--- config.mk ---
export PLATFORM = sky130hd
export DESIGN_NAME = snoop_responder
export DESIGN_NICKNAME = d
export VERILOG_FILES = /design/src/rtl/snoop_pkg.sv /design/src/rtl/snp_reg_rules.sv /design/src/rtl/snp_tx_rules.sv /design/src/rtl/snp_out_stage.sv /design/src/rtl/snoop_responder.sv
export SDC_FILE = /design/constraint.sdc
export NUM_CORES = 1
export LEC_CHECK = 0
export BUFFER_PORTS_ARGS = -buffer_cell sky130_fd_sc_hd__buf_4
export CORE_AREA = 2 2 39 41
export DETAILED_ROUTE_END_ITERATION = 16
export DIE_AREA = 0 0 41 43
export PLACE_DENSITY = 0.72
export RECOVER_POWER = 25
export REMOVE_ABC_BUFFERS = 1
export SKIP_LAST_GASP = 1
export SLEW_MARGIN = 15
export SYNTH_ARGS = -nofsm -noshare
export SYNTH_HDL_FRONTEND = slang
export SYNTH_HIERARCHICAL = 1
export SYNTH_SLANG_ARGS = --single-unit
--- constraint.sdc ---
create_clock -name clk -period 0.8 [get_ports clk]
set_clock_uncertainty 0.2 [all_clocks]
set_input_delay 0 -clock clk [delete_from_list [all_inputs] [get_ports clk]]
set_output_delay 0 -clock clk [all_outputs]
set_load 0.02 [all_outputs]
--- src/rtl/snoop_pkg.sv ---
package snoop_pkg;

  localparam int KIND_W  = 3;
  localparam int STATE_W = 2;
  localparam int TAG_W   = 2;

  typedef enum logic [KIND_W-1:0] {
    BK_READ  = 3'd0,
    BK_RFO   = 3'd1,
    BK_WRITE = 3'd2,
    BK_TREAD = 3'd3,
    BK_TRFO  = 3'd4
  } bus_kind_e;

  typedef enum logic [STATE_W-1:0] {
    LS_INV   = 2'd0,
    LS_VAL   = 2'd1,
    LS_DIRTY = 2'd2,
    LS_RSV   = 2'd3
  } line_st_e;

  typedef enum logic [TAG_W-1:0] {
    TG_EMPTY   = 2'd0,
    TG_NORMAL  = 2'd1,
    TG_XCOMMIT = 2'd2,
    TG_XABORT  = 2'd3
  } tx_tag_e;

  typedef struct packed {
    logic [STATE_W-1:0] nxt;
    logic               supply;
    logic               busy;
  } snoop_act_t;

  function automatic snoop_act_t act_idle(input logic [STATE_W-1:0] cur);
    snoop_act_t a;
    a.nxt    = cur;
    a.supply = 1'b0;
    a.busy   = 1'b0;
    return a;
  endfunction

  function automatic snoop_act_t act_move(input logic [STATE_W-1:0] to);
    snoop_act_t a;
    a.nxt    = to;
    a.supply = 1'b1;
    a.busy   = 1'b0;
    return a;
  endfunction

  function automatic logic owned_excl(input logic [STATE_W-1:0] st);
    return (st == LS_DIRTY) || (st == LS_RSV);
  endfunction

  function automatic logic tentative_tag(input logic [TAG_W-1:0] tg);
    return (tg == TG_XCOMMIT) || (tg == TG_XABORT);
  endfunction

endpackage

--- src/rtl/snp_reg_rules.sv ---
module snp_reg_rules
  import snoop_pkg::*;
(
  input  logic [KIND_W-1:0]  kind,
  input  logic [STATE_W-1:0] cur,
  input  logic               live,
  output snoop_act_t         act
);

  function automatic snoop_act_t decide(input logic [KIND_W-1:0] k,
                                        input logic [STATE_W-1:0] s,
                                        input logic lv);
    snoop_act_t a;
    a = act_idle(s);
    if (lv) begin
      case (k)
        BK_READ, BK_TREAD: a = act_move(LS_VAL);
        BK_RFO,  BK_TRFO:  a = act_move(LS_INV);
        default:           a = act_idle(s);
      endcase
    end
    return a;
  endfunction

  always_comb act = decide(kind, cur, live);

endmodule

--- src/rtl/snp_tx_rules.sv ---
module snp_tx_rules
  import snoop_pkg::*;
(
  input  logic [KIND_W-1:0]  kind,
  input  logic [STATE_W-1:0] cur,
  input  logic [TAG_W-1:0]   tag,
  input  logic               live,
  output snoop_act_t         act
);

  function automatic snoop_act_t decide(input logic [KIND_W-1:0] k,
                                        input logic [STATE_W-1:0] s,
                                        input logic [TAG_W-1:0] t,
                                        input logic lv);
    snoop_act_t a;
    a = act_idle(s);
    if (lv && (t != TG_EMPTY)) begin
      case (k)
        BK_READ:  if (t == TG_NORMAL) a = act_move(LS_VAL);
        BK_RFO:   if (t == TG_NORMAL) a = act_move(LS_INV);
        BK_TREAD, BK_TRFO: begin
          if (owned_excl(s)) begin
            a.nxt    = s;
            a.supply = 1'b0;
            a.busy   = 1'b1;
          end else if (k == BK_TREAD) begin
            a = act_move(LS_VAL);
          end else begin
            a = act_move(LS_INV);
          end
        end
        default: a = act_idle(s);
      endcase
    end
    return a;
  endfunction

  always_comb act = decide(kind, cur, tag, live);

endmodule

--- src/rtl/snp_out_stage.sv ---
module snp_out_stage
  import snoop_pkg::*;
#(
  parameter bit OUT_REG = 1'b1
) (
  input  logic               clk,
  input  logic               rst_n,
  input  logic               d_valid,
  input  logic [STATE_W-1:0] d_state,
  input  logic               d_update,
  input  logic               d_supply,
  input  logic               d_busy,
  input  logic               d_conflict,
  output logic               q_valid,
  output logic [STATE_W-1:0] q_state,
  output logic               q_update,
  output logic               q_supply,
  output logic               q_busy,
  output logic               q_conflict
);

  localparam int BUS_W = STATE_W + 5;

  logic [BUS_W-1:0] d_bus, q_bus;

  always_comb begin
    d_bus = {BUS_W{1'b0}};
    if (d_valid)
      d_bus = {1'b1, d_state, d_update, d_supply, d_busy, d_conflict};
  end

  generate
    if (OUT_REG) begin : g_reg
      always_ff @(posedge clk or negedge rst_n) begin
        if (!rst_n) q_bus <= {BUS_W{1'b0}};
        else        q_bus <= d_bus;
      end
    end else begin : g_comb
      always_comb q_bus = rst_n ? d_bus : {BUS_W{1'b0}};
    end
  endgenerate

  assign {q_valid, q_state, q_update, q_supply, q_busy, q_conflict} = q_bus;

endmodule

--- src/rtl/snoop_responder.sv ---
module snoop_responder
  import snoop_pkg::*;
#(
  parameter bit OUT_REG = 1'b1
) (
  input  logic               clk,
  input  logic               rst_n,
  input  logic               snp_valid,
  input  logic [KIND_W-1:0]  snp_kind,
  input  logic               snp_hit,
  input  logic               snp_txc,
  input  logic [STATE_W-1:0] line_st,
  input  logic [TAG_W-1:0]   line_tag,
  output logic               rsp_valid,
  output logic [STATE_W-1:0] rsp_state,
  output logic               rsp_update,
  output logic               rsp_supply,
  output logic               rsp_busy,
  output logic               rsp_conflict
);

  logic       line_live;
  snoop_act_t reg_act, tx_act, sel_act;
  logic       evt_change, evt_conflict;

  assign line_live = snp_valid && snp_hit && (line_st != LS_INV);

  snp_reg_rules u_reg_rules (
    .kind (snp_kind),
    .cur  (line_st),
    .live (line_live),
    .act  (reg_act)
  );

  snp_tx_rules u_tx_rules (
    .kind (snp_kind),
    .cur  (line_st),
    .tag  (line_tag),
    .live (line_live),
    .act  (tx_act)
  );

  assign sel_act      = snp_txc ? tx_act : reg_act;
  assign evt_change   = line_live && (sel_act.nxt != line_st);
  assign evt_conflict = evt_change && snp_txc && tentative_tag(line_tag);

  snp_out_stage #(.OUT_REG(OUT_REG)) u_out (
    .clk        (clk),
    .rst_n      (rst_n),
    .d_valid    (snp_valid),
    .d_state    (sel_act.nxt),
    .d_update   (evt_change),
    .d_supply   (sel_act.supply),
    .d_busy     (sel_act.busy),
    .d_conflict (evt_conflict),
    .q_valid    (rsp_valid),
    .q_state    (rsp_state),
    .q_update   (rsp_update),
    .q_supply   (rsp_supply),
    .q_busy     (rsp_busy),
    .q_conflict (rsp_conflict)
  );

endmodule

==> results.toml <==
[detailed_routing]
dr.pass1.iters = 4
drcViolationCount = 0
drtAntennaViolNets = 0
route.detailed.vias_per_inst = 5.137
vias = 601
wl_per_cell_um = 13.85
drt_iter0_markers = 8
wl_um = 1621

[run]
max_cap_violations = 0

[timing]
postLayoutSetupSlackWorst_ns = -0.6905
tns_ns = -3.745
post-route-period-util = 1.863
hold_viol = 14
fmax_mhz = 670.9
fin_crit_ns = 1.491
setup_viol = 13
rsz0062_at_grt = "yes"
whs_ns = -0.2055
final_max_slew_viol_count = 0

[worst_setup_path]
max_stage_delay_ns = 0.27
crit_arrival_ns = 1.49
cp_num_cells = 9
crit_fanout = 3
cp.required_ns = 0.80
path_buf_inv = 1
worstSetupPathType = "input pin to flop"
slowest_stage = "mux2_4"
cp_cell_sequence = "buf_8 > nor2b_4 > a22oi_2 > o221ai_2 > a22o_1 > mux2_4 > o22a_1 > a21oi_2 > and2_1"
critPathTopFamily = "compound AO/OA/AOI/OAI gates"
cp-end-kind = "flop"
start_kind = "input pin"

[logic_synthesis]
synth_area_um2 = 548.0
synth.avg_cell_area_um2 = 9.134
synth_top_family_by_area = "simple AND/OR/NAND/NOR gates"
synth_xor_area_frac = 0
synthAdderAreaFrac = 0
ys_seq_area_frac = 0.3196
async_flop_share = 1.000
syn_inst = 60
synth.distinct_cells = 30
synth_edf_count = 0
yosys_warnings = 6
ys.flop_type = "dfrtp_1"
ys_ff_latch = 7
muxShareOfSynthArea = 0.09589
synth_simple_gate_area_frac = 0.3128
synth_compound_area_frac = 0.2237

[place]
placed_cells = 110
hpwlAfterDp_um = 1100
gp_congestion = 0.7126
portBuffers = 18
dpl_cell_area_um2 = 823.3

[cells_and_area]
regMostFlops = "u_out/q_bus"
largest_reg_flops = 7
drive_gt1_frac = 0.6139
area_delta_synth_final_pct = 86.53
finalNetCount = 114
stdcell_count = 117
reg_top3 = "u_out/q_bus (7)"
diodes = 0
final_area_mm2 = 0.001022

[global_routing]
track_usage = 0.2141
grt_max_degree = 9
antenna_found_initial = 0
grt_pass1_wl_um = 2553
grt-ovfl-total = 0
grt_pass1_vias = 619

[power_and_ir_drop]
pwr-share-clk = 0.295
peakVddDrop_mv = 0.5077
p_sw_w = 0.0003350
pwr-share-seq = 0.332
switching_share = 0.2954
p_comb_frac = 0.373
power.leakage_nw = 0.4941
powerDensity_mw_per_mm2 = 1109
p_int_w = 0.0007991

[die]
ios = 19
fp.dieW_um = 41
coreArea_mm2 = 0.001384
dieArea_mm2 = 0.001763
initial_core_util = 0.3960
die_h_um = 43
placementRows = 14

[clocking]
clock_path_buffers = 2
cts_tree = "yes"
clk_pin_slew_worst_paths_ns = 0.05
h-tree-depth = 1
cts_sinks = 7
cts_hold_buf = 1
cts_made_buffers = 3
cts-root-buf = "clkbuf_4"

[status]
violations = "negative hold slack, negative setup slack"
status = "finished, violations left"

[worst_hold_path]
hold_class = "input pin to flop"
hold_depth = 2
==> power groups by stage <==
stage          sequential, W  combinational, W  clock, W
3_3_place_gp        0.000380          0.000319         0
5_1_grt             0.000379          0.000455  0.000358
3_5_place_dp        0.000380          0.000327         0
4_1_cts             0.000377          0.000396  0.000341
2_1_floorplan       0.000400          0.000118         0
6_report            0.000377          0.000423  0.000335
==> cell type report <==
cell class,count,area [um2]
repair buffers,38,362.8
well taps,16,20.02
flip-flops and latches,7,175.2
clock buffers,4,26.28
fillers,102,361.6
inverters,4,15.01
multi-input cells,48,422.9
==> worst paths after layout <==
kind,startpoint,end,slack [ns]
setup / recovery,snp_kind[0],u_out/q_bus[3],-0.69
hold / removal,snp_valid,u_out/q_bus[6],-0.21
max in group asynchronous,rst_n,u_out/q_bus[2],0.39
min in group asynchronous,rst_n,u_out/q_bus[4],-0.12
==> synth_stat cells (2+ instances only) <==
cell type	instances	area [um2]
dfrtp_1	7	175.2
and2_1	6	37.54
nor3_1	5	25.02
a21oi_1	4	20.02
inv_1	4	15.01
nand2_1	4	15.01
nor2b_1	3	18.77
mux2_2	2	22.52
mux2_4	2	30.03
nand2b_1	2	12.51
nor2b_2	2	17.52
==> per-layer routing <==
metal  vias up  track usage  share of wire
met5         -            0              0
met4         0       0.1133          0.030
met2        21       0.4094           0.59
met1       279       0.2000           0.34
met3         5      0.01571          0.039
li1        296            -              -
==> layout by cell type, fill, tap and decap left out, drive strengths merged <==
| cell | instances |
|---|---|
| buf | 37 |
| conb | 1 |
| dfrtp | 7 |
| and2 | 6 |
| a22oi | 2 |
| inv | 4 |
| clkbuf | 4 |
| and3 | 1 |
| a22o | 1 |
| o21ba | 1 |
| mux2 | 4 |
| o22a | 1 |
| nor3 | 5 |
| o31ai | 1 |
| and4bb | 1 |
| dlygate4sd3 | 1 |
| nand3 | 1 |
| a31oi | 1 |
| nor2b | 5 |
| nand2 | 4 |
| a21oi | 4 |
| nor2 | 2 |
| nand2b | 2 |
| a21boi | 1 |
| o21ai | 1 |
| o221ai | 1 |
| nand4 | 1 |
| o211a | 1 |
==> cells by family after synthesis <==
family / Yosys count
compound gates: 15
buf+inv: 5
flops: 7
mux: 4
other cells: 1
simple gates: 28
==> timing repair <==
item,4_1_cts,5_1_grt
setup endpoints to repair,13,13
gates resized for setup,30,8
gates cloned,0,0
setup buffers,2,0
pin swaps,15,9
hold endpoints to repair,14,14
==> per-stage QoR <==
stage / power, W / util / setup WS (ns)
3_5_place_dp: 0.0007071 / 0.5949 / -1.031
6_report: 0.001134 / 0.7387 / -0.6905
3_3_place_gp: 0.0006991 / 0.5949 / -0.9918
5_1_grt: 0.001192 / 0.7387 / -0.7379
2_1_floorplan: 0.0005182 / - / -0.9120
4_1_cts: 0.001114 / 0.7125 / -0.6765
(Power assumes the default switching activity.)
